[config.mk]
export PLATFORM = sky130hd
export DESIGN_NAME = mdio_cmd_engine
export DESIGN_NICKNAME = d
export VERILOG_FILES = /design/src/rtl/mdio_eng_pkg.sv /design/src/rtl/mdio_mdc_gen.sv /design/src/rtl/mdio_frame_seq.sv /design/src/rtl/mdio_cmd_engine.sv
export SDC_FILE = /design/constraint.sdc
export NUM_CORES = 1
export LEC_CHECK = 0
export BUFFER_PORTS_ARGS = -buffer_cell sky130_fd_sc_hd__buf_4
export CAP_MARGIN = 5
export CORE_MARGIN = 2
export CORE_UTILIZATION = 35
export CTS_BUF_LIST = sky130_fd_sc_hd__clkbuf_8 sky130_fd_sc_hd__clkbuf_16
export CTS_CLUSTER_SIZE = 28
export DETAILED_ROUTE_END_ITERATION = 16
export HOLD_SLACK_MARGIN = 0.06
export SYNTH_ARGS = -nofsm -noshare
export SYNTH_HDL_FRONTEND = slang
export SYNTH_SLANG_ARGS = --single-unit
[constraint.sdc]
create_clock -name clk -period 2.1 [get_ports clk]
set_input_delay 0.21 -clock clk [delete_from_list [all_inputs] [get_ports clk]]
set_output_delay 0.21 -clock clk [all_outputs]
set_load 0.1 [all_outputs]
[src/rtl/mdio_eng_pkg.sv]
package mdio_eng_pkg;
    localparam int PRE_BITS = 32;
    localparam int HDR_BITS = 14;
    localparam int TA_BITS  = 2;
    localparam int DAT_BITS = 16;
    localparam int BCNT_W   = $clog2(PRE_BITS);
    localparam int GO_BIT   = 15;
    localparam int C22_BIT  = 12;

    typedef enum logic [2:0] {
        FS_IDLE,
        FS_PREAMBLE,
        FS_HEADER,
        FS_TURN,
        FS_DATA
    } fstate_e;

    typedef struct packed {
        logic       c22;
        logic [1:0] op;
        logic [4:0] phy;
        logic [4:0] reg_sel;
    } mdio_cmd_t;
endpackage

[src/rtl/mdio_mdc_gen.sv]
module mdio_mdc_gen #(
    parameter int HALF_DIV = 2
) (
    input  logic clk,
    input  logic rst_n,
    input  logic run,
    output logic mdc,
    output logic rise,
    output logic bit_end
);
    localparam int PER = 2 * HALF_DIV;
    localparam int CW  = $clog2(PER);

    logic [CW-1:0] cnt_q, cnt_d;

    always_comb begin
        rise    = run && (cnt_q == CW'(HALF_DIV - 1));
        bit_end = run && (cnt_q == CW'(PER - 1));
        if (!run || bit_end) cnt_d = '0;
        else                 cnt_d = cnt_q + 1'b1;
    end

    always_ff @(posedge clk or negedge rst_n) begin
        if (!rst_n) begin
            cnt_q <= '0;
            mdc   <= 1'b0;
        end else begin
            cnt_q <= cnt_d;
            mdc   <= run && (cnt_d >= CW'(HALF_DIV));
        end
    end


    mdc_run_chk: assert property (@(posedge clk) disable iff (!rst_n)
        mdc |-> $past(run));
endmodule

[src/rtl/mdio_frame_seq.sv]
module mdio_frame_seq
    import mdio_eng_pkg::*;
(
    input  logic                clk,
    input  logic                rst_n,
    input  logic                start,
    input  mdio_cmd_t           cmd,
    input  logic [DAT_BITS-1:0] wdata,
    input  logic                rise,
    input  logic                bit_end,
    input  logic                mdio_in,
    output logic                busy,
    output logic                done,
    output logic [DAT_BITS-1:0] rd_data,
    output logic                mdio_out,
    output logic                mdio_oe
);
    fstate_e             state_q, state_d;
    logic [BCNT_W-1:0]   idx_q;
    logic                last;
    logic                rd_q;
    logic [HDR_BITS-1:0] hdr_sh;
    logic [DAT_BITS-1:0] dat_sh;
    logic [DAT_BITS-1:0] cap_sh;

    always_comb begin
        unique case (state_q)
            FS_PREAMBLE: last = (idx_q == BCNT_W'(PRE_BITS - 1));
            FS_HEADER:   last = (idx_q == BCNT_W'(HDR_BITS - 1));
            FS_TURN:     last = (idx_q == BCNT_W'(TA_BITS - 1));
            FS_DATA:     last = (idx_q == BCNT_W'(DAT_BITS - 1));
            default:     last = 1'b0;
        endcase
    end

    // state register
    always_ff @(posedge clk or negedge rst_n) begin
        if (!rst_n) state_q <= FS_IDLE;
        else        state_q <= state_d;
    end

    // next state
    always_comb begin
        state_d = state_q;
        unique case (state_q)
            FS_IDLE:     if (start)            state_d = FS_PREAMBLE;
            FS_PREAMBLE: if (bit_end && last)  state_d = FS_HEADER;
            FS_HEADER:   if (bit_end && last)  state_d = FS_TURN;
            FS_TURN:     if (bit_end && last)  state_d = FS_DATA;
            FS_DATA:     if (bit_end && last)  state_d = FS_IDLE;
            default:                           state_d = FS_IDLE;
        endcase
    end

    // outputs
    always_comb begin
        mdio_oe  = 1'b0;
        mdio_out = 1'b1;
        busy     = (state_q != FS_IDLE);
        done     = (state_q == FS_DATA) && bit_end && last;
        rd_data  = cap_sh;
        unique case (state_q)
            FS_IDLE:     mdio_oe = 1'b0;
            FS_PREAMBLE: mdio_oe = 1'b1;
            FS_HEADER: begin
                mdio_oe  = 1'b1;
                mdio_out = hdr_sh[HDR_BITS-1];
            end
            FS_TURN: begin
                mdio_oe  = !rd_q;
                mdio_out = (idx_q == '0);
            end
            FS_DATA: begin
                mdio_oe  = !rd_q;
                mdio_out = dat_sh[DAT_BITS-1];
            end
            default: mdio_oe = 1'b0;
        endcase
    end

    // datapath: snapshot at start, shift per bit, capture on rising MDC
    always_ff @(posedge clk or negedge rst_n) begin
        if (!rst_n) begin
            idx_q  <= '0;
            rd_q   <= 1'b0;
            hdr_sh <= '0;
            dat_sh <= '0;
            cap_sh <= '0;
        end else begin
            if (start && state_q == FS_IDLE) begin
                idx_q  <= '0;
                rd_q   <= cmd.op[1];
                hdr_sh <= {1'b0, cmd.c22, cmd.op, cmd.phy, cmd.reg_sel};
                dat_sh <= wdata;
            end else if (bit_end) begin
                idx_q <= last ? '0 : idx_q + 1'b1;
                if (state_q == FS_HEADER) hdr_sh <= {hdr_sh[HDR_BITS-2:0], 1'b0};
                if (state_q == FS_DATA)   dat_sh <= {dat_sh[DAT_BITS-2:0], 1'b0};
            end
            if (rise && state_q == FS_DATA && rd_q)
                cap_sh <= {cap_sh[DAT_BITS-2:0], mdio_in};
        end
    end


    rd_release_chk: assert property (@(posedge clk) disable iff (!rst_n)
        (rise && state_q == FS_DATA && rd_q) |-> !mdio_oe);

    busy_end_chk: assert property (@(posedge clk) disable iff (!rst_n)
        $fell(busy) |-> $past(done));
endmodule

[src/rtl/mdio_cmd_engine.sv]
module mdio_cmd_engine
    import mdio_eng_pkg::*;
#(
    parameter int             HALF_DIV = 2,
    parameter int             AW       = 5,
    parameter logic [AW-1:0]  CMD_OFS  = AW'(5'h18),
    parameter logic [AW-1:0]  DATA_OFS = AW'(5'h19)
) (
    input  logic                clk,
    input  logic                rst_n,
    input  logic                reg_we,
    input  logic [AW-1:0]       reg_addr,
    input  logic [15:0]         reg_wdata,
    output logic [15:0]         reg_rdata,
    output logic                mdc,
    output logic                mdio_out,
    output logic                mdio_oe,
    input  logic                mdio_in
);
    logic [GO_BIT-1:0]   cmd_q;
    logic [DAT_BITS-1:0] data_q;
    logic                busy, done, rise, bit_end;
    logic [DAT_BITS-1:0] rd_data;
    logic                cmd_acc, data_acc, start;
    mdio_cmd_t           new_cmd;

    always_comb begin
        cmd_acc  = reg_we && (reg_addr == CMD_OFS)  && !busy;
        data_acc = reg_we && (reg_addr == DATA_OFS) && !busy;
        start    = cmd_acc && reg_wdata[GO_BIT];
        new_cmd  = '{c22: reg_wdata[C22_BIT], op: reg_wdata[11:10],
                     phy: reg_wdata[9:5], reg_sel: reg_wdata[4:0]};
        if (reg_addr == CMD_OFS)       reg_rdata = {busy, cmd_q};
        else if (reg_addr == DATA_OFS) reg_rdata = data_q;
        else                           reg_rdata = '0;
    end

    always_ff @(posedge clk or negedge rst_n) begin
        if (!rst_n) begin
            cmd_q  <= '0;
            data_q <= '0;
        end else begin
            if (cmd_acc)  cmd_q <= reg_wdata[GO_BIT-1:0];
            if (data_acc) data_q <= reg_wdata;
            else if (done && cmd_q[11]) data_q <= rd_data;
        end
    end

    mdio_mdc_gen #(.HALF_DIV(HALF_DIV)) u_mdc (
        .clk(clk), .rst_n(rst_n), .run(busy),
        .mdc(mdc), .rise(rise), .bit_end(bit_end)
    );

    mdio_frame_seq u_seq (
        .clk(clk), .rst_n(rst_n), .start(start), .cmd(new_cmd),
        .wdata(data_q), .rise(rise), .bit_end(bit_end), .mdio_in(mdio_in),
        .busy(busy), .done(done), .rd_data(rd_data),
        .mdio_out(mdio_out), .mdio_oe(mdio_oe)
    );


    cmd_hold_chk: assert property (@(posedge clk) disable iff (!rst_n)
        (busy && $past(busy)) |-> $stable(cmd_q));

    data_hold_chk: assert property (@(posedge clk) disable iff (!rst_n)
        (busy && $past(busy)) |-> $stable(data_q));

    mdc_idle_chk: assert property (@(posedge clk) disable iff (!rst_n)
        !busy |-> !mdc);

    oe_idle_chk: assert property (@(posedge clk) disable iff (!rst_n)
        !busy |-> !mdio_oe);
endmodule

==> impl_metrics.tcl <==
set metrics [dict create \
    critical_path.endpoint_type "register" \
    totalWireLength_um 9340 \
    cts_root_buffer_type "clkbuf_16" \
    start_util_pct 35.8 \
    cts_max_level 3 \
    synth_fp_nets 370 \
    synthesis.area_per_instance_um2 12.6 \
    design.final.nets 423 \
    post_drt_wl_per_cell_um 17.1 \
    post_synth_and_or_nand_nor_area_fraction_pct 8.15 \
    synth_top_cell_by_area "dfrtp_1" \
    post-route-util_pct 44.1 \
    viasPerCell 5.35 \
    maximum_number_of_pins_on_one_net_before_global_route_repair 53 \
    synth.lib_cells_used.distinct 43 \
    synth_ff_type "dfrtp_1" \
    grt_pass1_vias 2908 \
    place.detailed.hpwl_um 6440 \
    number_of_flops_mapped_to_enable_cells_by_yosys 0 \
    drt_pre_antenna_iters 4 \
    combinational_family_with_the_most_area_after_synthesis "multiplexers" \
    cts_max_path_buffers 2 \
    synthToLayoutAreaGrowth_pct 23.1 \
    hold_class "primary input to register" \
    drt_first_iter_violations 124 \
    status "finished clean" \
    maxClockFrequency_mhz 494 \
    grt.overflow.total 0 \
    antenna_violating_nets_post_route 0 \
    slew_viol_final 0 \
    worst_hold_path.num_cells 3 \
    number_of_cell_instances_on_the_worst_register_to_register_path 6 \
    die_h_um 115 \
    finalWeightedCongestion 0.760 \
    placeableCoreArea_um2 12000 \
    async_reset_ff_share_pct 100 \
    final_hold_viol_count 0 \
    yosys.area_share.adder_pct 1.17 \
    number_of_antenna_violations_at_the_first_check_in_global_routing 0 \
    io_pins 44 \
    rsz0062_at_grt "no" \
    detailedPlace.worstSlack_ps 19.5 \
    drcViolationCount 0 \
    post_synth_instance_area_um2 4280 \
    post-route-period-util_pct 96.3 \
    worstSetupStartpointType "register" \
    p_leak_uw 0.00256 \
    diodes 0 \
    timing.clock.skew_ps 4.33 \
    final_period_minus_worst_setup_slack_ps 2020 \
    synth_compound_gate_area_share_pct 13.8 \
    cts-buffers-inserted 9 \
    synth_top_area_share_pct 52.0 \
    synth-xor-area-share_pct 0.818 \
    worst_ir_drop_vdd_v 0.000378 \
    layout_cell_share_with_drive_strength_beyond_1_pct 41.7 \
    grt_usage_pct 15.1 \
    p_per_area_nw_per_um2 757 \
    post-route-worst-setup-slack_ps 77.2 \
    critical_path.max_fanout 16 \
    cts.reportedPaths.clkPinSlew_ps 60 \
    post_synth_inst_count 341 \
    number_of_flip_flops_and_latches_in_the_synthesized_netlist 89 \
    rows 40 \
    cts_tree "done" \
    clk-insertion-delay-late_ps 340 \
    fp.dieW_um 115 \
    layout_commonest_cell "dfrtp_1" \
    io_buffers 43 \
    final_cell_mix "87 x dfrtp_1, 57 x buf_4, 54 x mux2_2, 23 x a22o_1, 21 x nand2_1" \
    timing.setup.critical_path_class "register to register" \
    report.power.total_uw 3990 \
    postPlaceCellArea_um2 4920 \
    sequential_area_share_after_synthesis_pct 52.0 \
    grt_pass1_wl_um 15200 \
    synthesis.yosys.warnings 0 \
    worst_ep_arrival_time_ps 2250 \
    postLayoutCellArea_um2 5270 \
    number_of_endpoints_failing_setup_at_the_final_stage 0 \
    slew_headroom_pct 51.9 \
    fill_cells 1075 \
    dieArea_um2 13100 \
    synth_area_leaders "dfrtp_1 52%, mux2_2 14%, a22o_1 6.8%" \
    drv_cap 0 \
    clock_sink_count 89 \
    timing.critical_path.required_ps 2320 \
    tightestPinTransition_ps 722 \
    yosys-mux-area-fraction_pct 20.5 \
    vias 2915 \
]
## cell families after synthesis
kind of cell / Yosys count
flops: 89
buf+inv: 29
xor+xnor: 4
mux: 76
fa+ha+maj: 4
simple gates: 63
compound gates: 76
## per-layer routing
layer  up-vias  track usage, %  part of all wire [%]
met4         0            7.07                   2.1
li1       1363               -                     -
met3        13            2.22                   2.7
met5         -               0                     0
met2        46            25.4                    50
met1      1493            19.2                    45
## synth_stat cells, types with 2 or more instances
| library cell | n |
|---|---|
| a21o_1 | 16 |
| a21oi_1 | 2 |
| a22o_1 | 33 |
| a311oi_1 | 2 |
| and2_1 | 4 |
| and3_1 | 2 |
| and4_1 | 2 |
| buf_2 | 9 |
| buf_4 | 4 |
| buf_6 | 2 |
| clkbuf_1 | 9 |
| dfrtp_1 | 89 |
| ha_1 | 4 |
| inv_1 | 4 |
| mux2_2 | 54 |
| mux2_4 | 10 |
| mux2i_1 | 12 |
| nand2_1 | 21 |
| nand2b_1 | 5 |
| nand3_1 | 5 |
| nand3b_1 | 2 |
| nor2_1 | 7 |
| nor2b_1 | 2 |
| nor3_1 | 4 |
| nor3b_1 | 2 |
| o21ai_0 | 14 |
| o22ai_1 | 2 |
| xnor2_1 | 4 |
## state kept, by name, indices dropped and copies added, names as in the netlist
name	flops
u_seq.dat_sh	16
cmd_q	15
u_mdc.mdc	1
u_seq.rd_q	1
u_seq.idx_q	5
u_seq.state_q	3
u_mdc.cnt_q	2
u_seq.hdr_sh	14
u_seq.rd_data	16
data_q	16
## area by class of cell
cell class / count / area (um^2) / share of cell area [%]
sequential: 89 / 2230 / 42.3
timing repair buffer: 67 / 601 / 11.4
clock inverter: 4 / 43.8 / 0.831
tap: 147 / 184 / 3.49
clock buffer: 11 / 253 / 4.79
inverter: 4 / 15.0 / 0.285
multi-input combinational: 223 / 1950 / 36.9
## what timing repair did
| action | CTS | global route |
|---|---|---|
| buffers inserted | 0 | 2 |
| endpoints found under the hold margin | 51 | 0 |
| pin swaps | 1 | 0 |
| hold buffers | 1 | 0 |
| setup endpoints to repair | 3 | 33 |
| resized for setup | 4 | 6 |
## power by group
part	switching [uW]	total [uW]	internal [uW]
combinational	246	439	193
clock	632	1600	971
sequential	96.0	1950	1850
## worst paths after layout
path | start | endpoint | slack (ps)
max | u_seq.idx_q[3] | data_q[8] | 80
min | reg_wdata[6] | u_seq.hdr_sh[6] | 100
max reg2reg | u_seq.idx_q[3] | data_q[8] | 80
min reg2reg | u_seq.dat_sh[11] | u_seq.dat_sh[11] | 480
max in group asynchronous | rst_n | u_seq.rd_data[6] | 980
min in group asynchronous | rst_n | u_seq.idx_q[3] | 470
## metrics by stage
stage	setup TNS, ps	hold slack (ps)	cells
after floorplan	-330	-85.6	341
after global placement	0	298	527
after detailed placement	0	300	527
after global routing	0	104	545
final	0	97.0	545
after CTS	0	88.6	543
## critical path, cell delays in order, from the launching register on
cell and delay, ps:
dfrtp_1 470, and4_1 200, a32o_1 220, o311a_4 330, a21bo_1 210, buf_12 170, mux2_4 300
Note: power is estimated with default switching activity, not from simulation.
